===== src/rtl/mdram_pkg.sv =====
package mdram_pkg;
  typedef enum logic [2:0] {
    ST_IDLE,
    ST_PRE,
    ST_ACT,
    ST_COL,
    ST_DATA,
    ST_RACT,
    ST_RPRE
  } seq_state_t;
endpackage


===== src/rtl/mdram_lane.sv =====
module mdram_lane #(
  parameter int ROWS = 4,
  parameter int COLS = 4,
  parameter int LW   = 8,
  localparam int RAW = $clog2(ROWS),
  localparam int CAW = $clog2(COLS),
  localparam int AW  = (RAW > CAW) ? RAW : CAW
) (
  input  logic          clk,
  input  logic          ras,
  input  logic          cas,
  input  logic          pre,
  input  logic          we,
  input  logic [AW-1:0] addr,
  input  logic [LW-1:0] wdata,
  output logic [LW-1:0] rdata
);
  localparam int LINE_W = COLS * LW;

  logic [LINE_W-1:0] cells [ROWS];
  logic [LINE_W-1:0] line_q;
  logic [LW-1:0]     rd_q;
  logic [RAW-1:0]    row_idx;
  logic [CAW-1:0]    col_idx;

  assign row_idx = addr[RAW-1:0];
  assign col_idx = addr[CAW-1:0];

  // array write port: precharge stores the line buffer back
  always_ff @(posedge clk) begin
    if (pre) cells[row_idx] <= line_q;
  end

  // row open copies a row into the line buffer; column ops work on the buffer
  always_ff @(posedge clk) begin
    if (ras) line_q <= cells[row_idx];
    else if (cas && we) line_q[col_idx*LW +: LW] <= wdata;
    if (cas && !we) rd_q <= line_q[col_idx*LW +: LW];
  end

  assign rdata = rd_q;
endmodule


===== src/rtl/mdram_refresh_timer.sv =====
module mdram_refresh_timer #(
  parameter int T_REFI = 64,
  localparam int CW = $clog2(T_REFI + 1)
) (
  input  logic clk,
  input  logic rst,
  output logic tick
);
  logic [CW-1:0] cnt_q;
  logic          tick_q;

  always_ff @(posedge clk) begin
    if (rst) begin
      cnt_q  <= '0;
      tick_q <= 1'b0;
    end else begin
      tick_q <= (cnt_q == CW'(T_REFI - 1));
      cnt_q  <= (cnt_q == CW'(T_REFI - 1)) ? '0 : cnt_q + 1'b1;
    end
  end

  assign tick = tick_q;
endmodule


===== src/rtl/mdram_seq.sv =====
module mdram_seq
  import mdram_pkg::*;
#(
  parameter int ROWS  = 4,
  parameter int COLS  = 4,
  parameter int DW    = 64,
  parameter int T_RCD = 2,
  parameter int T_RP  = 2,
  localparam int RAW  = $clog2(ROWS),
  localparam int CAW  = $clog2(COLS),
  localparam int AW   = (RAW > CAW) ? RAW : CAW
) (
  input  logic           clk,
  input  logic           rst,
  input  logic           ref_tick,
  input  logic           req_valid,
  output logic           req_ready,
  input  logic           req_write,
  input  logic [RAW-1:0] req_row,
  input  logic [CAW-1:0] req_col,
  input  logic [DW-1:0]  req_wdata,
  output logic           rsp_valid,
  output logic           rsp_hit,
  output logic [DW-1:0]  rsp_rdata,
  output logic           cmd_ras,
  output logic           cmd_cas,
  output logic           cmd_pre,
  output logic           cmd_we,
  output logic [AW-1:0]  cmd_addr,
  output logic [DW-1:0]  cmd_wdata,
  input  logic [DW-1:0]  lane_rdata
);
  localparam int TMAX = (T_RCD > T_RP) ? T_RCD : T_RP;
  localparam int TW   = $clog2(TMAX + 1);
  localparam int GW   = TW + 1;

  seq_state_t     state;
  logic [TW-1:0]  tmr;
  logic           open_q;
  logic [RAW-1:0] open_row_q;
  logic           ref_pend;
  logic [RAW-1:0] ref_row_q;
  logic           pre_for_ref;
  logic           wr_q;
  logic           hit_q;
  logic [RAW-1:0] row_q;
  logic [CAW-1:0] col_q;
  logic [DW-1:0]  wdata_q;

  always_comb req_ready = (state == ST_IDLE) && !ref_pend;

  always_ff @(posedge clk) begin
    if (rst) begin
      state       <= ST_IDLE;
      tmr         <= '0;
      open_q      <= 1'b0;
      open_row_q  <= '0;
      ref_pend    <= 1'b0;
      ref_row_q   <= '0;
      pre_for_ref <= 1'b0;
      wr_q        <= 1'b0;
      hit_q       <= 1'b0;
      row_q       <= '0;
      col_q       <= '0;
      wdata_q     <= '0;
      cmd_ras     <= 1'b0;
      cmd_cas     <= 1'b0;
      cmd_pre     <= 1'b0;
      cmd_we      <= 1'b0;
      cmd_addr    <= '0;
      cmd_wdata   <= '0;
      rsp_valid   <= 1'b0;
      rsp_hit     <= 1'b0;
      rsp_rdata   <= '0;
    end else begin
      cmd_ras   <= 1'b0;
      cmd_cas   <= 1'b0;
      cmd_pre   <= 1'b0;
      cmd_we    <= 1'b0;
      rsp_valid <= 1'b0;
      if (ref_tick) ref_pend <= 1'b1;

      unique case (state)
        ST_IDLE: begin
          if (ref_pend) begin
            if (open_q) begin
              state       <= ST_PRE;
              pre_for_ref <= 1'b1;
              cmd_pre     <= 1'b1;
              cmd_addr    <= AW'(open_row_q);
              tmr         <= TW'(T_RP - 1);
              open_q      <= 1'b0;
            end else begin
              state    <= ST_RACT;
              cmd_ras  <= 1'b1;
              cmd_addr <= AW'(ref_row_q);
              tmr      <= TW'(T_RCD - 1);
              ref_pend <= 1'b0;
            end
          end else if (req_valid) begin
            wr_q    <= req_write;
            row_q   <= req_row;
            col_q   <= req_col;
            wdata_q <= req_wdata;
            if (open_q && (open_row_q == req_row)) begin
              hit_q     <= 1'b1;
              state     <= ST_COL;
              cmd_cas   <= 1'b1;
              cmd_we    <= req_write;
              cmd_addr  <= AW'(req_col);
              cmd_wdata <= req_wdata;
            end else if (open_q) begin
              hit_q       <= 1'b0;
              state       <= ST_PRE;
              pre_for_ref <= 1'b0;
              cmd_pre     <= 1'b1;
              cmd_addr    <= AW'(open_row_q);
              tmr         <= TW'(T_RP - 1);
              open_q      <= 1'b0;
            end else begin
              hit_q      <= 1'b0;
              state      <= ST_ACT;
              cmd_ras    <= 1'b1;
              cmd_addr   <= AW'(req_row);
              tmr        <= TW'(T_RCD - 1);
              open_q     <= 1'b1;
              open_row_q <= req_row;
            end
          end
        end
        ST_PRE: begin
          if (tmr != '0) begin
            tmr <= tmr - 1'b1;
          end else if (pre_for_ref) begin
            state    <= ST_RACT;
            cmd_ras  <= 1'b1;
            cmd_addr <= AW'(ref_row_q);
            tmr      <= TW'(T_RCD - 1);
            ref_pend <= 1'b0;
          end else begin
            state      <= ST_ACT;
            cmd_ras    <= 1'b1;
            cmd_addr   <= AW'(row_q);
            tmr        <= TW'(T_RCD - 1);
            open_q     <= 1'b1;
            open_row_q <= row_q;
          end
        end
        ST_ACT: begin
          if (tmr != '0) begin
            tmr <= tmr - 1'b1;
          end else begin
            state     <= ST_COL;
            cmd_cas   <= 1'b1;
            cmd_we    <= wr_q;
            cmd_addr  <= AW'(col_q);
            cmd_wdata <= wdata_q;
          end
        end
        ST_COL: state <= ST_DATA;
        ST_DATA: begin
          state     <= ST_IDLE;
          rsp_valid <= 1'b1;
          rsp_hit   <= hit_q;
          rsp_rdata <= wr_q ? wdata_q : lane_rdata;
        end
        ST_RACT: begin
          if (tmr != '0) begin
            tmr <= tmr - 1'b1;
          end else begin
            state    <= ST_RPRE;
            cmd_pre  <= 1'b1;
            cmd_addr <= AW'(ref_row_q);
            tmr      <= TW'(T_RP - 1);
          end
        end
        ST_RPRE: begin
          if (tmr != '0) begin
            tmr <= tmr - 1'b1;
          end else begin
            state     <= ST_IDLE;
            ref_row_q <= ref_row_q + 1'b1;
          end
        end
        default: state <= ST_IDLE;
      endcase
    end
  end

  // spacing counters for the strobe timing checks
  logic [GW-1:0] since_ras, since_pre;
  always_ff @(posedge clk) begin
    if (rst) begin
      since_ras <= '1;
      since_pre <= '1;
    end else begin
      since_ras <= cmd_ras ? GW'(1) : ((since_ras == '1) ? since_ras : since_ras + 1'b1);
      since_pre <= cmd_pre ? GW'(1) : ((since_pre == '1) ? since_pre : since_pre + 1'b1);
    end
  end

  assert_rcd_gap_R4: assert property (@(posedge clk) disable iff (rst)
    cmd_cas |-> (since_ras >= GW'(T_RCD)));
  assert_rp_gap_R5: assert property (@(posedge clk) disable iff (rst)
    cmd_ras |-> (since_pre >= GW'(T_RP)));
  assert_one_strobe_R5: assert property (@(posedge clk) disable iff (rst)
    $onehot0({cmd_ras, cmd_cas, cmd_pre}));
  assert_cas_needs_row_R6: assert property (@(posedge clk) disable iff (rst)
    cmd_cas |-> open_q);
  assert_busy_after_accept_R7: assert property (@(posedge clk) disable iff (rst)
    (req_valid && req_ready) |=> !req_ready);
  assert_refresh_closed_R8: assert property (@(posedge clk) disable iff (rst)
    (state == ST_RACT) |-> !open_q);
endmodule


===== src/rtl/dram_mux_ctrl.sv =====
module dram_mux_ctrl #(
  parameter int ROWS   = 4,
  parameter int COLS   = 4,
  parameter int LANES  = 8,
  parameter int LANE_W = 8,
  parameter int T_RCD  = 2,
  parameter int T_RP   = 2,
  parameter int T_REFI = 64,
  localparam int RAW   = $clog2(ROWS),
  localparam int CAW   = $clog2(COLS),
  localparam int AW    = (RAW > CAW) ? RAW : CAW,
  localparam int DW    = LANES * LANE_W
) (
  input  logic           clk,
  input  logic           rst,
  input  logic           req_valid,
  output logic           req_ready,
  input  logic           req_write,
  input  logic [RAW-1:0] req_row,
  input  logic [CAW-1:0] req_col,
  input  logic [DW-1:0]  req_wdata,
  output logic           rsp_valid,
  output logic           rsp_hit,
  output logic [DW-1:0]  rsp_rdata
);
  logic          ref_tick;
  logic          cmd_ras, cmd_cas, cmd_pre, cmd_we;
  logic [AW-1:0] cmd_addr;
  logic [DW-1:0] cmd_wdata;
  logic [DW-1:0] lane_rdata;

  mdram_refresh_timer #(.T_REFI(T_REFI)) u_refresh (
    .clk  (clk),
    .rst  (rst),
    .tick (ref_tick)
  );

  mdram_seq #(
    .ROWS(ROWS), .COLS(COLS), .DW(DW), .T_RCD(T_RCD), .T_RP(T_RP)
  ) u_seq (
    .clk        (clk),
    .rst        (rst),
    .ref_tick   (ref_tick),
    .req_valid  (req_valid),
    .req_ready  (req_ready),
    .req_write  (req_write),
    .req_row    (req_row),
    .req_col    (req_col),
    .req_wdata  (req_wdata),
    .rsp_valid  (rsp_valid),
    .rsp_hit    (rsp_hit),
    .rsp_rdata  (rsp_rdata),
    .cmd_ras    (cmd_ras),
    .cmd_cas    (cmd_cas),
    .cmd_pre    (cmd_pre),
    .cmd_we     (cmd_we),
    .cmd_addr   (cmd_addr),
    .cmd_wdata  (cmd_wdata),
    .lane_rdata (lane_rdata)
  );

  // eight chips in lockstep, chip k owns byte lane k
  for (genvar k = 0; k < LANES; k++) begin : g_lane
    mdram_lane #(.ROWS(ROWS), .COLS(COLS), .LW(LANE_W)) u_chip (
      .clk   (clk),
      .ras   (cmd_ras),
      .cas   (cmd_cas),
      .pre   (cmd_pre),
      .we    (cmd_we),
      .addr  (cmd_addr),
      .wdata (cmd_wdata[k*LANE_W +: LANE_W]),
      .rdata (lane_rdata[k*LANE_W +: LANE_W])
    );
  end
endmodule


===== config.mk =====
export PLATFORM = sky130hd
export DESIGN_NAME = dram_mux_ctrl
export DESIGN_NICKNAME = d
export VERILOG_FILES = /design/src/rtl/mdram_pkg.sv /design/src/rtl/mdram_lane.sv /design/src/rtl/mdram_refresh_timer.sv /design/src/rtl/mdram_seq.sv /design/src/rtl/dram_mux_ctrl.sv
export SDC_FILE = /design/constraint.sdc
export NUM_CORES = 2
export LEC_CHECK = 0
export BUFFER_PORTS_ARGS = -buffer_cell sky130_fd_sc_hd__buf_2
export CAP_MARGIN = 20
export CORE_MARGIN = 5
export CORE_UTILIZATION = 50
export CTS_CLUSTER_DIAMETER = 120
export CTS_CLUSTER_SIZE = 30
export DETAILED_ROUTE_END_ITERATION = 8
export PLACE_DENSITY = 0.76
export SLEW_MARGIN = 30
export SYNTH_ARGS = -nofsm -noshare
export SYNTH_HDL_FRONTEND = slang
export SYNTH_SLANG_ARGS = --single-unit

===== constraint.sdc =====
create_clock -name clk -period 7.77 [get_ports clk]
set_input_delay 0.777 -clock clk [delete_from_list [all_inputs] [get_ports clk]]
set_output_delay 0.777 -clock clk [all_outputs]
set_load 0.05 [all_outputs]

==> metrics.cfg <==
[logic_synthesis]
synth_flop_cell=edfxtp_1
synth_top_area_share_pct=66.4
yosys_warnings=0
syn-mean-instance-area_um2=18.7
synth_largest_area_cell=edfxtp_1
synth_fp_nets=3333
yosys_register_bits=1572
async_reset_ff_share_pct=0
netlist_area_um2=60800
synth_cell_types=65
synth_area_leaders=edfxtp_1 66%, mux4_2 12%, dfxtp_1 7.5%
syn_inst=3245
ys_seq_area_share_pct=73.9
synth_enable_flop_cells=1344

[timing]
tns_ns=0
finalHoldViolations=0
fmaxAchievable_mhz=266
setup_violations=0
worst_pin_slew_ns=0.990
min_period_over_period_pct=48.4
maxSlewViolCount=0
fin_crit_ns=3.76
fin_skew_ns=0.0451
rsz0062_at_grt=no
maxSlewHeadroom_pct=34.0

[grt]
antenna_found_initial=5
grt_pass1_vias=31600
grt_pass1_wl_um=206000
met1_usage_pct=30.6
grt_util_met2_pct=35.0
busiest_layer=met2
gr-usage-met3_pct=3.94
grt_max_degree=153
grtUsageTotal_pct=21.5
grt_overflow=0

[drt]
routed_via_density=6.38
drtIter0Drc=3577
route.detailed.drc=0
first_pass_iters=6
ant_nets=0
vias=31500
routed_wirelength_um=138000
routedWlPerCell_um=28.1

[floorplanning]
io_pins=139
start_util_pct=50.1
die_area_um2=129000
die_w_um=359
die_h_um=359
core-area_um2=121000
num_rows=128

[placement]
dpl_cell_area_um2=63100
dpl.hpwl_um=73100
port_buffers=138
routabilityCongestion=0.825

[clock_network]
cts_sinks=1572
cts.clk_slew.worst_paths_ns=0.11
cts_max_level=2
cts_resized=0
cts.path.max_buffers=3
postCtsSetupRepairBufs=0
cts_buffers=58
hold_buffers=0
root_buffer=clkbuf_16
insertion_delay_ns=0.71
cts_tree=done

[layout]
fin_area_um2=64800
nFillCells=9199
mostFrequentLayoutCells=1344 x edfxtp_1, 320 x mux4_2, 284 x nand2_1, 256 x a22o_1, 222 x dfxtp_1
multi_input_area_um2=14900
finalNetCount=3338
layout_commonest_cell=edfxtp_1
seq_area_um2=44900
area_growth_pct=6.53
drive_gt1_share_pct=20.0

[setup_path]
crit_path_end_kind=flop
crit_arrival_ns=4.30
slowest_stage=dfxtp_1
critical_path_class=reg2reg
path_max_fanout=35
cpPeakStageDelay_ns=0.92
worstPathRequired_ns=8.31
crit_start=u_seq.state[2]
r2r_cells=5
cp-start-kind=flop
r2r_start=u_seq.state[2]
path_cells=nand2b_1 > a41o_4 > and2_4 > buf_4 > a311oi_2

[pwr]
p_per_area_nw_per_um2=333
p_sw_share_pct=32.2
p_leak_uw=0.0200
p_int_uw=14600
seqPwrFrac_pct=54.4
pwr-share-comb_pct=27.6
power_switching_uw=6960
ir_worst_vdd_v=0.000396
clkPwrFrac_pct=18.0

[worst_hold_path]
holdPathStages=3
hold_class=in2reg
hp-start=req_wdata[15]

[job]
maxCapViolCount=0

[outcome]
status=finished clean

synth_stat cells (all sizes together) (4+ instances only):
| cell | count |
|---|---|
| a31o | 4 |
| edfxtp | 1344 |
| dfxtp | 228 |
| clkbuf | 114 |
| mux2i | 70 |
| nor2 | 84 |
| o211ai | 5 |
| inv | 14 |
| and2 | 7 |
| a22o | 256 |
| a21oi | 145 |
| xor2 | 6 |
| mux4 | 320 |
| a311oi | 64 |
| buf | 124 |
| o21ai | 10 |
| nand3b | 5 |
| a211oi | 67 |
| nand3 | 9 |
| nand2 | 285 |
| ha | 16 |
| nand2b | 7 |
worst paths after layout:
check,to,slack (ns)
worst min register to register,u_refresh.cnt_q[0],0.46
worst max register to register,u_seq.cmd_wdata[41],4.01
worst min-delay path,u_seq.wdata_q[15],0.31
worst max-delay path,u_seq.cmd_wdata[41],4.01
critical path: cells and delay by family (launching register included):
kind / cells / cell delay, ns
AND/OR/NAND/NOR: 2 / 1.10
AO/OA/AOI/OAI: 2 / 0.82
buffers and inverters: 1 / 0.74
flip-flops: 1 / 0.92
power by group through the flow:
stage                     Combinational, uW  Sequential (uW)  Clock [uW]
after floorplan                        4520            11400           0
after global placement                 5820            11900           0
after detailed placement               5960            11900           0
after CTS                              5990            11700        3950
after global routing                   6320            11900        4290
final                                  5970            11700        3880
registers in the layout (all words and copies together), names as in the netlist, 3 cells and up, named ones only:
name	count
g_lane.u_chip.cells	1024
g_lane.u_chip.line_q	256
g_lane.u_chip.rdata	64
u_seq.cmd_wdata	64
u_seq.rsp_rdata	64
u_seq.wdata_q	64
u_refresh.cnt_q	7
u_seq.state	3
through the flow:
stage	hold slack, ns	power [uW]	util [%]	instances	setup slack (ns)
final	0.313	21600	53.4	4926	4.01
after global routing	0.282	22500	53.4	4924	3.89
after CTS	0.268	21700	53.4	4924	4.07
after detailed placement	0.441	17900	52.0	4815	3.94
after global placement	0.430	17700	52.0	4814	3.67
after floorplan	0.418	15900	-	3245	0.629
layer usage:
metal / up-vias / share of wire (%)
li1: 13100 / -
met4: 6 / 2.7
met3: 218 / 10
met1: 16500 / 39
met5: - / 0.025
met2: 1647 / 48
kinds of logic after synthesis:
group / share of synthesized area (%)
flops: 73.9
simple gates: 2.90
buf+inv: 1.86
mux: 13.0
compound gates: 7.85
fa+ha+maj: 0.329
xor+xnor: 0.130
area by class of cell:
type                       count  area share, %
multi-input combinational   1421           22.9
clock buffer                 107           2.59
clock inverter                 2         0.0386
sequential                  1572           69.4
inverter                      14         0.0811
antenna                        2        0.00773
tap                         1625           3.14
timing repair buffer         183           1.81
Note: power is estimated with default switching activity, not from simulation.
